<file path="config.mk">
export PLATFORM = sky130hd
export DESIGN_NAME = crc_fold_engine
export DESIGN_NICKNAME = d
export VERILOG_FILES = /design/src/rtl/crc_fold_pkg.sv /design/src/rtl/crc_fold_net.sv /design/src/rtl/crc_fold_reg.sv /design/src/rtl/crc_fold_shape.sv /design/src/rtl/crc_fold_engine.sv
export SDC_FILE = /design/constraint.sdc
export NUM_CORES = 1
export LEC_CHECK = 0
export ABC_AREA = 1
export BUFFER_PORTS_ARGS = -buffer_cell sky130_fd_sc_hd__buf_2
export CORE_ASPECT_RATIO = 0.9
export CORE_MARGIN = 3
export CORE_UTILIZATION = 29
export CTS_CLUSTER_DIAMETER = 150
export DETAILED_ROUTE_END_ITERATION = 6
export GPL_TIMING_DRIVEN = 1
export MAX_ROUTING_LAYER = met4
export PLACE_DENSITY = 0.45
export SLEW_MARGIN = 40
export SYNTH_ARGS = -nofsm -noshare
export SYNTH_HDL_FRONTEND = slang
export SYNTH_HIERARCHICAL = 1
export SYNTH_SLANG_ARGS = --single-unit
</file>
<file path="constraint.sdc">
create_clock -name clk -period 3.86 [get_ports clk]
set_input_delay 0.579 -clock clk [delete_from_list [all_inputs] [get_ports clk]]
set_output_delay 0.579 -clock clk [all_outputs]
set_load 0.1 [all_outputs]
</file>
<file path="src/rtl/crc_fold_pkg.sv">
package crc_fold_pkg;

  typedef enum logic {
    FORM_FIBONACCI = 1'b0,
    FORM_GALOIS    = 1'b1
  } lfsr_form_e;

  // Position in the data word of the n-th message bit to be fed.
  function automatic int feed_index(input int n, input bit reflect);
    int lane;
    int pos;
    lane = n / 8;
    pos  = n % 8;
    return reflect ? n : (lane * 8 + 7 - pos);
  endfunction

endpackage

</file>
<file path="src/rtl/crc_fold_net.sv">
module crc_fold_net #(
  parameter int                     CRC_W   = 32,
  parameter int                     DATA_W  = 8,
  parameter logic [CRC_W-1:0]       POLY    = 32'h04C11DB7,
  parameter crc_fold_pkg::lfsr_form_e FORM  = crc_fold_pkg::FORM_GALOIS,
  parameter bit                     REFLECT = 1'b1
) (
  input  logic [CRC_W-1:0]  state_i,
  input  logic [DATA_W-1:0] data_i,
  output logic [CRC_W-1:0]  next_o
);
  localparam logic [CRC_W-1:0] FIB_MASK = {1'b1, POLY[CRC_W-1:1]};

  generate
    if (FORM == crc_fold_pkg::FORM_GALOIS) begin : g_galois
      logic [CRC_W-1:0] s;
      logic             fb;
      always_comb begin
        s  = state_i;
        fb = 1'b0;
        for (int n = 0; n < DATA_W; n++) begin
          fb = s[CRC_W-1] ^ data_i[crc_fold_pkg::feed_index(n, REFLECT)];
          s  = {s[CRC_W-2:0], 1'b0} ^ (fb ? POLY : '0);
        end
        next_o = s;
      end
    end else begin : g_fibonacci
      logic [CRC_W-1:0] s;
      logic             fb;
      always_comb begin
        s  = state_i;
        fb = 1'b0;
        for (int n = 0; n < DATA_W; n++) begin
          fb = data_i[crc_fold_pkg::feed_index(n, REFLECT)] ^ (^(s & FIB_MASK));
          s  = {s[CRC_W-2:0], fb};
        end
        next_o = s;
      end
    end
  endgenerate
endmodule

</file>
<file path="src/rtl/crc_fold_reg.sv">
module crc_fold_reg #(
  parameter int               CRC_W = 32,
  parameter logic [CRC_W-1:0] INIT  = '1
) (
  input  logic             clk,
  input  logic             rst,
  input  logic             load_i,
  input  logic [CRC_W-1:0] next_i,
  output logic [CRC_W-1:0] state_o
);
  always_ff @(posedge clk) begin
    if (rst) begin
      state_o <= INIT;
    end else if (load_i) begin
      state_o <= next_i;
    end
  end
endmodule

</file>
<file path="src/rtl/crc_fold_shape.sv">
module crc_fold_shape #(
  parameter int CRC_W   = 32,
  parameter bit REFLECT = 1'b1,
  parameter bit INVERT  = 1'b1
) (
  input  logic [CRC_W-1:0] state_i,
  output logic [CRC_W-1:0] value_o
);
  localparam logic [CRC_W-1:0] FLIP = INVERT ? '1 : '0;

  logic [CRC_W-1:0] ordered;

  generate
    if (REFLECT) begin : g_rev
      for (genvar i = 0; i < CRC_W; i++) begin : g_bit
        assign ordered[i] = state_i[CRC_W-1-i];
      end
    end else begin : g_direct
      assign ordered = state_i;
    end
  endgenerate

  assign value_o = ordered ^ FLIP;
endmodule

</file>
<file path="src/rtl/crc_fold_engine.sv">
module crc_fold_engine #(
  parameter int               CRC_W   = 32,
  parameter logic [CRC_W-1:0] POLY    = 32'h04C11DB7,
  parameter logic [CRC_W-1:0] INIT    = '1,
  parameter bit               GALOIS  = 1'b1,
  parameter bit               REFLECT = 1'b1,
  parameter bit               INVERT  = 1'b1,
  parameter int               DATA_W  = 8
) (
  input  logic              clk,
  input  logic              rst,
  input  logic [DATA_W-1:0] in_data,
  input  logic              in_valid,
  output logic [CRC_W-1:0]  crc_value
);
  localparam crc_fold_pkg::lfsr_form_e FORM =
    GALOIS ? crc_fold_pkg::FORM_GALOIS : crc_fold_pkg::FORM_FIBONACCI;

  logic [CRC_W-1:0] state_q;
  logic [CRC_W-1:0] state_nx;

  crc_fold_net #(
    .CRC_W(CRC_W), .DATA_W(DATA_W), .POLY(POLY), .FORM(FORM), .REFLECT(REFLECT)
  ) u_net (
    .state_i(state_q), .data_i(in_data), .next_o(state_nx)
  );

  crc_fold_reg #(.CRC_W(CRC_W), .INIT(INIT)) u_reg (
    .clk(clk), .rst(rst), .load_i(in_valid), .next_i(state_nx), .state_o(state_q)
  );

  crc_fold_shape #(.CRC_W(CRC_W), .REFLECT(REFLECT), .INVERT(INVERT)) u_shape (
    .state_i(state_q), .value_o(crc_value)
  );
endmodule

</file>
==> results of run 1 <==
==> stage by stage <==
stage / util [%] / power, µW / cell area (µm²) / cells / hold slack (ns)
floorplan: - / 1380 / 2510 / 387 / 0.462
global placement: 33.7 / 1550 / 2770 / 533 / 0.489
detailed placement: 33.7 / 1550 / 2770 / 533 / 0.494
CTS: 34.9 / 1850 / 2870 / 540 / 0.505
global route: 34.9 / 1970 / 2870 / 540 / 0.530
finish: 34.9 / 1830 / 2870 / 540 / 0.500
==> worst register-to-register path: cells and delay by family (launching register included) <==
kind / cells / cell delay, ns
buffers and inverters: 2 / 0.11
xor gates and xnor gates: 1 / 0.47
DFF: 1 / 0.39
and+or+nand+nor: 8 / 0.77
==> power groups by stage <==
stage | combinational [µW] | sequential (µW) | clock [µW]
2_1_floorplan | 940 | 436 | 0
3_3_place_gp | 1100 | 455 | 0
3_5_place_dp | 1100 | 456 | 0
4_1_cts | 1100 | 448 | 302
5_1_grt | 1200 | 457 | 314
6_report | 1100 | 446 | 287
==> path summary, 6_finish.rpt <==
check	depth (start not counted)	start	endpoint
worst max-delay path	11	u_reg/state_o[27]	u_reg/state_o[7]
worst min-delay path	2	u_reg/state_o[10]	u_reg/state_o[10]
worst min register to register	2	u_reg/state_o[10]	u_reg/state_o[10]
worst max register to register	11	u_reg/state_o[27]	u_reg/state_o[7]
==> cell type report <==
type	instances	area, µm²
Fill cell	947	5360
Multi-Input combinational cell	278	1520
Sequential cell	32	641
Inverter	66	255
Timing Repair Buffer	42	210
Tap cell	115	144
Clock buffer	7	96.3
==> cell families after synthesis <==
logic type / Yosys count / synth area share [%]
AOI/OAI and AO/OA: 2 / 0.398
xor gates and xnor gates: 50 / 19.2
buffers and inverters: 77 / 14.1
DFF: 32 / 25.5
and+or+nand+nor: 226 / 40.8
==> Yosys cell counts (3+ instances only) <==
| master | instances |
|---|---|
| buf_2 | 3 |
| buf_4 | 4 |
| buf_6 | 3 |
| dfxtp_1 | 32 |
| inv_1 | 63 |
| nand2_1 | 146 |
| nand2_2 | 19 |
| nand2_4 | 7 |
| nand3_1 | 48 |
| nor2_1 | 4 |
| xnor2_1 | 8 |
| xnor2_2 | 3 |
| xor2_1 | 36 |
| xor2_2 | 3 |
==> per-layer routing <==
| layer | vias to the layer above | part of all wire (%) | global-route usage [%] |
|---|---|---|---|
| met4 | 0 | 1.7 | 4.76 |
| met3 | 11 | 6.3 | 2.60 |
| met5 | - | 0 | - |
| met2 | 67 | 42 | 22.6 |
| li1 | 1212 | - | - |
| met1 | 1012 | 50 | 19.4 |
==> impl_metrics.py, run 1 <==
metrics = {
    "status": {
        "status": "finished clean",
    },
    "clocking": {
        "ctsLongestPathBuffers": 2,
        "insertion_delay_ns": 0.28,
        "clock-sinks": 32,
        "clk_pin_slew_worst_paths_ns": 0.07,
        "cts_buffers": 5,
        "postCtsResizedCells": 0,
        "htreeDepth": 2,
        "cts_tree": "built",
        "cts_hold_buf": 0,
        "post_cts_buffers": 0,
        "root_buffer": "clkbuf_8",
    },
    "detailed_routing": {
        "drc": 0,
        "viasPerCell": 4.26,
        "firstDrtPassIters": 4,
        "vias": 2302,
        "wl_per_cell_um": 12.6,
        "ant_nets": 0,
        "drt_wl_total_mm": 6.80,
        "drt_iter0_drc": 130,
    },
    "global_route": {
        "grt_first_pass_wirelength_mm": 11.1,
        "overflow": 0,
        "antenna_found_initial": 0,
        "grt_max_degree": 34,
        "grt_usage_pct": 14.6,
        "grt_pass1_vias": 2224,
    },
    "die": {
        "io_pins": 43,
        "die-height_um": 94.3,
        "die_area_um2": 9830,
        "start_util_pct": 30.6,
        "core_um2": 8220,
        "std_cell_rows": 31,
        "die_w_um": 104,
    },
    "power": {
        "powerDensity_nw_per_um2": 638,
        "netSwitchingFraction_pct": 54.7,
        "seqPwrFrac_pct": 24.4,
        "p_comb_share_pct": 59.9,
        "p_leak_uw": 0.00177,
        "p_switching_uw": 1000,
        "clkPwrFrac_pct": 15.7,
        "ir_drop_v": 0.000214,
        "internal_power_uw": 829,
    },
    "hold_path": {
        "hp-class": "register to register",
    },
    "setup_path": {
        "critPathTopFamily": "simple AND/OR/NAND/NOR gates",
        "cp_common_cell": "nand2_1",
        "worstPathRequired_ns": 4.00,
        "rrSetupSlack_ns": 1.99,
        "endpoint_kind": "register",
        "cpPeakStageDelay_ns": 0.47,
        "crit_path_top_delay_cell": "xnor2_1",
        "path_buf_inv": 2,
        "crit_fanout": 5,
        "worstSetupStartpointType": "register",
        "critical_path_arrival_ns": 2.01,
        "critical_path_class": "register to register",
        "path_cells": "inv_1 -> nand2_1 -> nand2_1 -> xnor2_1 -> nand2_1 -> nand2_1 -> nand3_1 -> nand2_1 -> inv_1 -> nand2_1 -> nand3_1",
    },
    "yosys": {
        "synthesis.nets": 398,
        "netlist_instances": 387,
        "synth_cell_types": 22,
        "synth_top_cell_area_share_pct": 25.5,
        "synth_edf_count": 0,
        "synth.area.top_cells": "dfxtp_1, nand2_1, xor2_1",
        "synth_seq_area_share_pct": 25.5,
        "async_flop_share_pct": 0,
        "yosysWarnings": 6,
        "synth_top_cell_by_area": "dfxtp_1",
        "syn_area_per_cell_um2": 6.50,
        "synth.cell_area_um2": 2510,
        "synth_ff_type": "dfxtp_1",
        "synth-seq-cells": 32,
    },
    "timing": {
        "slew_violations": 0,
        "final.min_clock_period_ns": 1.87,
        "hold_violations": 0,
        "tightestPinTransition_ns": 0.677,
        "fin_ws_ns": 1.99,
        "slew_headroom_pct": 54.8,
        "period_share_pct": 48.5,
        "fmax_ghz": 0.535,
        "rsz0062_at_grt": "no",
        "tns_ns": 0,
        "fin_worst_skew_ns": 0.00493,
        "setup_viol": 0,
    },
    "finish": {
        "layout_top_registers": "u_reg/state_o (32)",
        "finalNetCount": 436,
        "drive_above_1_share_pct": 20.2,
        "num_antenna_cells": 0,
        "largest-register": "u_reg/state_o",
        "layout_common_cells": "nand2_1, inv_1, nand3_1",
        "area_delta_synth_final_pct": 14.0,
        "mostFrequentLayoutCell": "nand2_1",
        "largest_reg_flops": 32,
    },
    "place": {
        "gp_congestion": 0.888,
        "io_buffers": 42,
        "place_ws_ns": 1.78,
        "dp_hpwl_mm": 4.86,
    },
    "run": {
        "maxCapViolCount": 0,
    },
}
Power figures use the tool's default switching activity.
==> inputs of run 2 (changes only) <==
PLACE_DENSITY = 0.46   (was 0.45)
clock period = 1.7 ns   (was 3.86 ns; I/O delays follow)
==> impl_metrics.py, run 2 (same netlist as run 1, synthesis figures left out) <==
metrics = {
    "status": {
        "status": "finished clean",
    },
    "setup_path": {
        "rr_endpoint": "u_reg/state_o[6]",
        "rrSetupSlack_ns": 0.09,
        "path_cells": "inv_1 -> nand2_1 -> nand2_2 -> nand2_1 -> nand2_1 -> nor2_1 -> o21ai_0 -> nand2_1 -> inv_1 -> nand2_1 -> nand3_1",
        "cpPeakStageDelay_ns": 0.38,
        "reg2regPathDepth": 11,
        "critical_path_arrival_ns": 1.77,
        "worstPathRequired_ns": 1.86,
        "path_buf_inv": 2,
        "worstSetupStartpointType": "register",
        "endpoint_kind": "register",
        "crit_fanout": 6,
        "cp_common_cell": "nand2_1",
        "critPathTopFamily": "simple AND/OR/NAND/NOR gates",
        "crit_path_top_delay_cell": "dfxtp_1",
        "crit_start": "u_reg/state_o[29]",
        "crit-reg2reg-launch": "u_reg/state_o[29]",
        "critical_path_class": "register to register",
    },
    "power": {
        "p_switching_uw": 2360,
        "netSwitchingFraction_pct": 53.1,
        "clkPwrFrac_pct": 16.9,
        "powerDensity_nw_per_um2": 1440,
        "ir_drop_v": 0.000409,
        "seqPwrFrac_pct": 22.9,
        "p_comb_share_pct": 60.2,
        "internal_power_uw": 2080,
        "p_leak_uw": 0.00188,
    },
    "timing": {
        "rsz0062_at_grt": "yes",
        "fin_ws_ns": 0.0928,
        "slew_headroom_pct": 67.5,
        "tightestPinTransition_ns": 0.490,
        "period_share_pct": 94.5,
        "final.min_clock_period_ns": 1.61,
        "hold_ws_ns": 0.415,
        "setup_viol": 0,
        "slew_violations": 0,
        "fin_worst_skew_ns": 0.0132,
        "fmax_ghz": 0.622,
        "hold_violations": 0,
    },
    "run": {
        "maxCapViolCount": 0,
    },
    "detailed_routing": {
        "wl_per_cell_um": 12.2,
        "viasPerCell": 4.27,
        "firstDrtPassIters": 4,
        "topRoutingLayerUsed": "met4",
        "drt_wl_total_mm": 6.83,
        "vias": 2385,
        "wl_met2_mm": 3.00,
        "wl_met1_mm": 3.46,
        "wl_met3_um": 307,
        "ant_nets": 0,
        "drt_iter0_drc": 87,
        "drc": 0,
    },
    "place": {
        "place_ws_ns": 0.00596,
        "dp_hpwl_mm": 5.14,
        "io_buffers": 42,
        "gp_congestion": 0.848,
    },
    "die": {
        "die_w_um": 104,
        "start_util_pct": 30.6,
        "die-height_um": 94.3,
        "std_cell_rows": 31,
        "io_pins": 43,
        "core_um2": 8220,
        "die_area_um2": 9830,
    },
    "clocking": {
        "cts_hold_buf": 0,
        "ctsLongestPathBuffers": 2,
        "clk_pin_slew_worst_paths_ns": 0.07,
        "cts_buffers": 5,
        "cts_tree": "built",
        "clock-sinks": 32,
        "root_buffer": "clkbuf_8",
        "insertion_delay_ns": 0.30,
        "htreeDepth": 2,
    },
    "finish": {
        "mostFrequentLayoutCell": "nand2_1",
        "largest-register": "u_reg/state_o",
        "finalNetCount": 454,
        "fillers": 933,
        "num_antenna_cells": 0,
        "area_delta_synth_final_pct": 23.0,
        "drive_above_1_share_pct": 26.8,
        "layout_top_registers": "u_reg/state_o (32)",
        "layout_common_cells": "nand2_1, inv_1, nand3_1",
        "largest_reg_flops": 32,
        "fin_util_pct": 37.6,
    },
    "global_route": {
        "grt_first_pass_wirelength_mm": 11.0,
        "grt_usage_pct": 14.7,
        "antenna_found_initial": 0,
        "overflow": 0,
        "grt_max_degree": 33,
        "grt_pass1_vias": 2168,
    },
    "hold_path": {
        "hp-class": "input pin to register",
        "whs_path_depth": 3,
        "min_from": "in_valid",
        "whs_endpoint": "u_reg/state_o[31]",
    },
}
[run 2: changes by cell type in the layout (fill, tap and decap cells not counted), moves of 2 or more]
cell,before,now
clkbuf_8,7,5
dfxtp_4,0,2
nand2_2,19,25
nand2_1,146,138
dfxtp_2,0,5
dfxtp_1,32,25
buf_4,0,18
nand2_8,1,3
[run 2: routing by layer]
metal | vias up | track usage, %
met5 | - | -
met3 | 8 | 2.73
met1 | 1077 | 19.8
li1 | 1255 | -
met4 | 0 | 4.32
met2 | 45 | 22.5
[run 2: worst max-delay path by stage]
stage / end / slack (ns) / cells after the start
floorplan: u_reg/state_o[12] / 0.28 / 13
global placement: u_reg/state_o[12] / -0.0009 / 13
detailed placement: u_reg/state_o[12] / 0.006 / 13
CTS: u_reg/state_o[11] / 0.02 / 14
global route: u_reg/state_o[11] / -0.03 / 14
finish: u_reg/state_o[6] / 0.09 / 11
[run 2: timing repair]
action,4_1_cts,5_1_grt
setup endpoints to repair,1,11
endpoints found under the hold margin,0,0
setup buffers,0,3
resized for setup,1,22
pin swaps,0,5
[run 2: stage by stage]
step	setup TNS [ns]	cells	area [µm²]	total power (µW)
6_report	0	559	3090	4440
4_1_cts	0	556	2990	4410
5_1_grt	-0.0705	559	3090	4750
2_1_floorplan	0	387	2510	3120
3_5_place_dp	0	548	2880	3640
3_3_place_gp	-0.000909	548	2880	3650
[run 2: worst reg2reg max path: stages, from the launching register on]
cell,delay (ns)
dfxtp_1,0.38
inv_1,0.07
nand2_1,0.07
nand2_2,0.13
nand2_1,0.09
nand2_1,0.17
nor2_1,0.17
o21ai_0,0.10
nand2_1,0.10
inv_1,0.05
nand2_1,0.07
nand3_1,0.08
[run 2: area by class of cell]
type                       count  area [µm²]  share of cell area, %
clock inverter                 2        35.0                   1.13
multi-input combinational    278        1590                   51.3
tap                          115         144                   4.65
inverter                      66         255                   8.25
timing repair buffer          60         345                   11.2
clock buffer                   6        72.6                   2.35
sequential                    32         654                   21.2
[run 2: power by group through the flow]
stage	Combinational, µW	Clock (µW)	Sequential [µW]
floorplan	2130	0	990
global placement	2620	0	1030
detailed placement	2610	0	1030
CTS	2620	777	1010
global route	2910	804	1040
finish	2670	751	1020
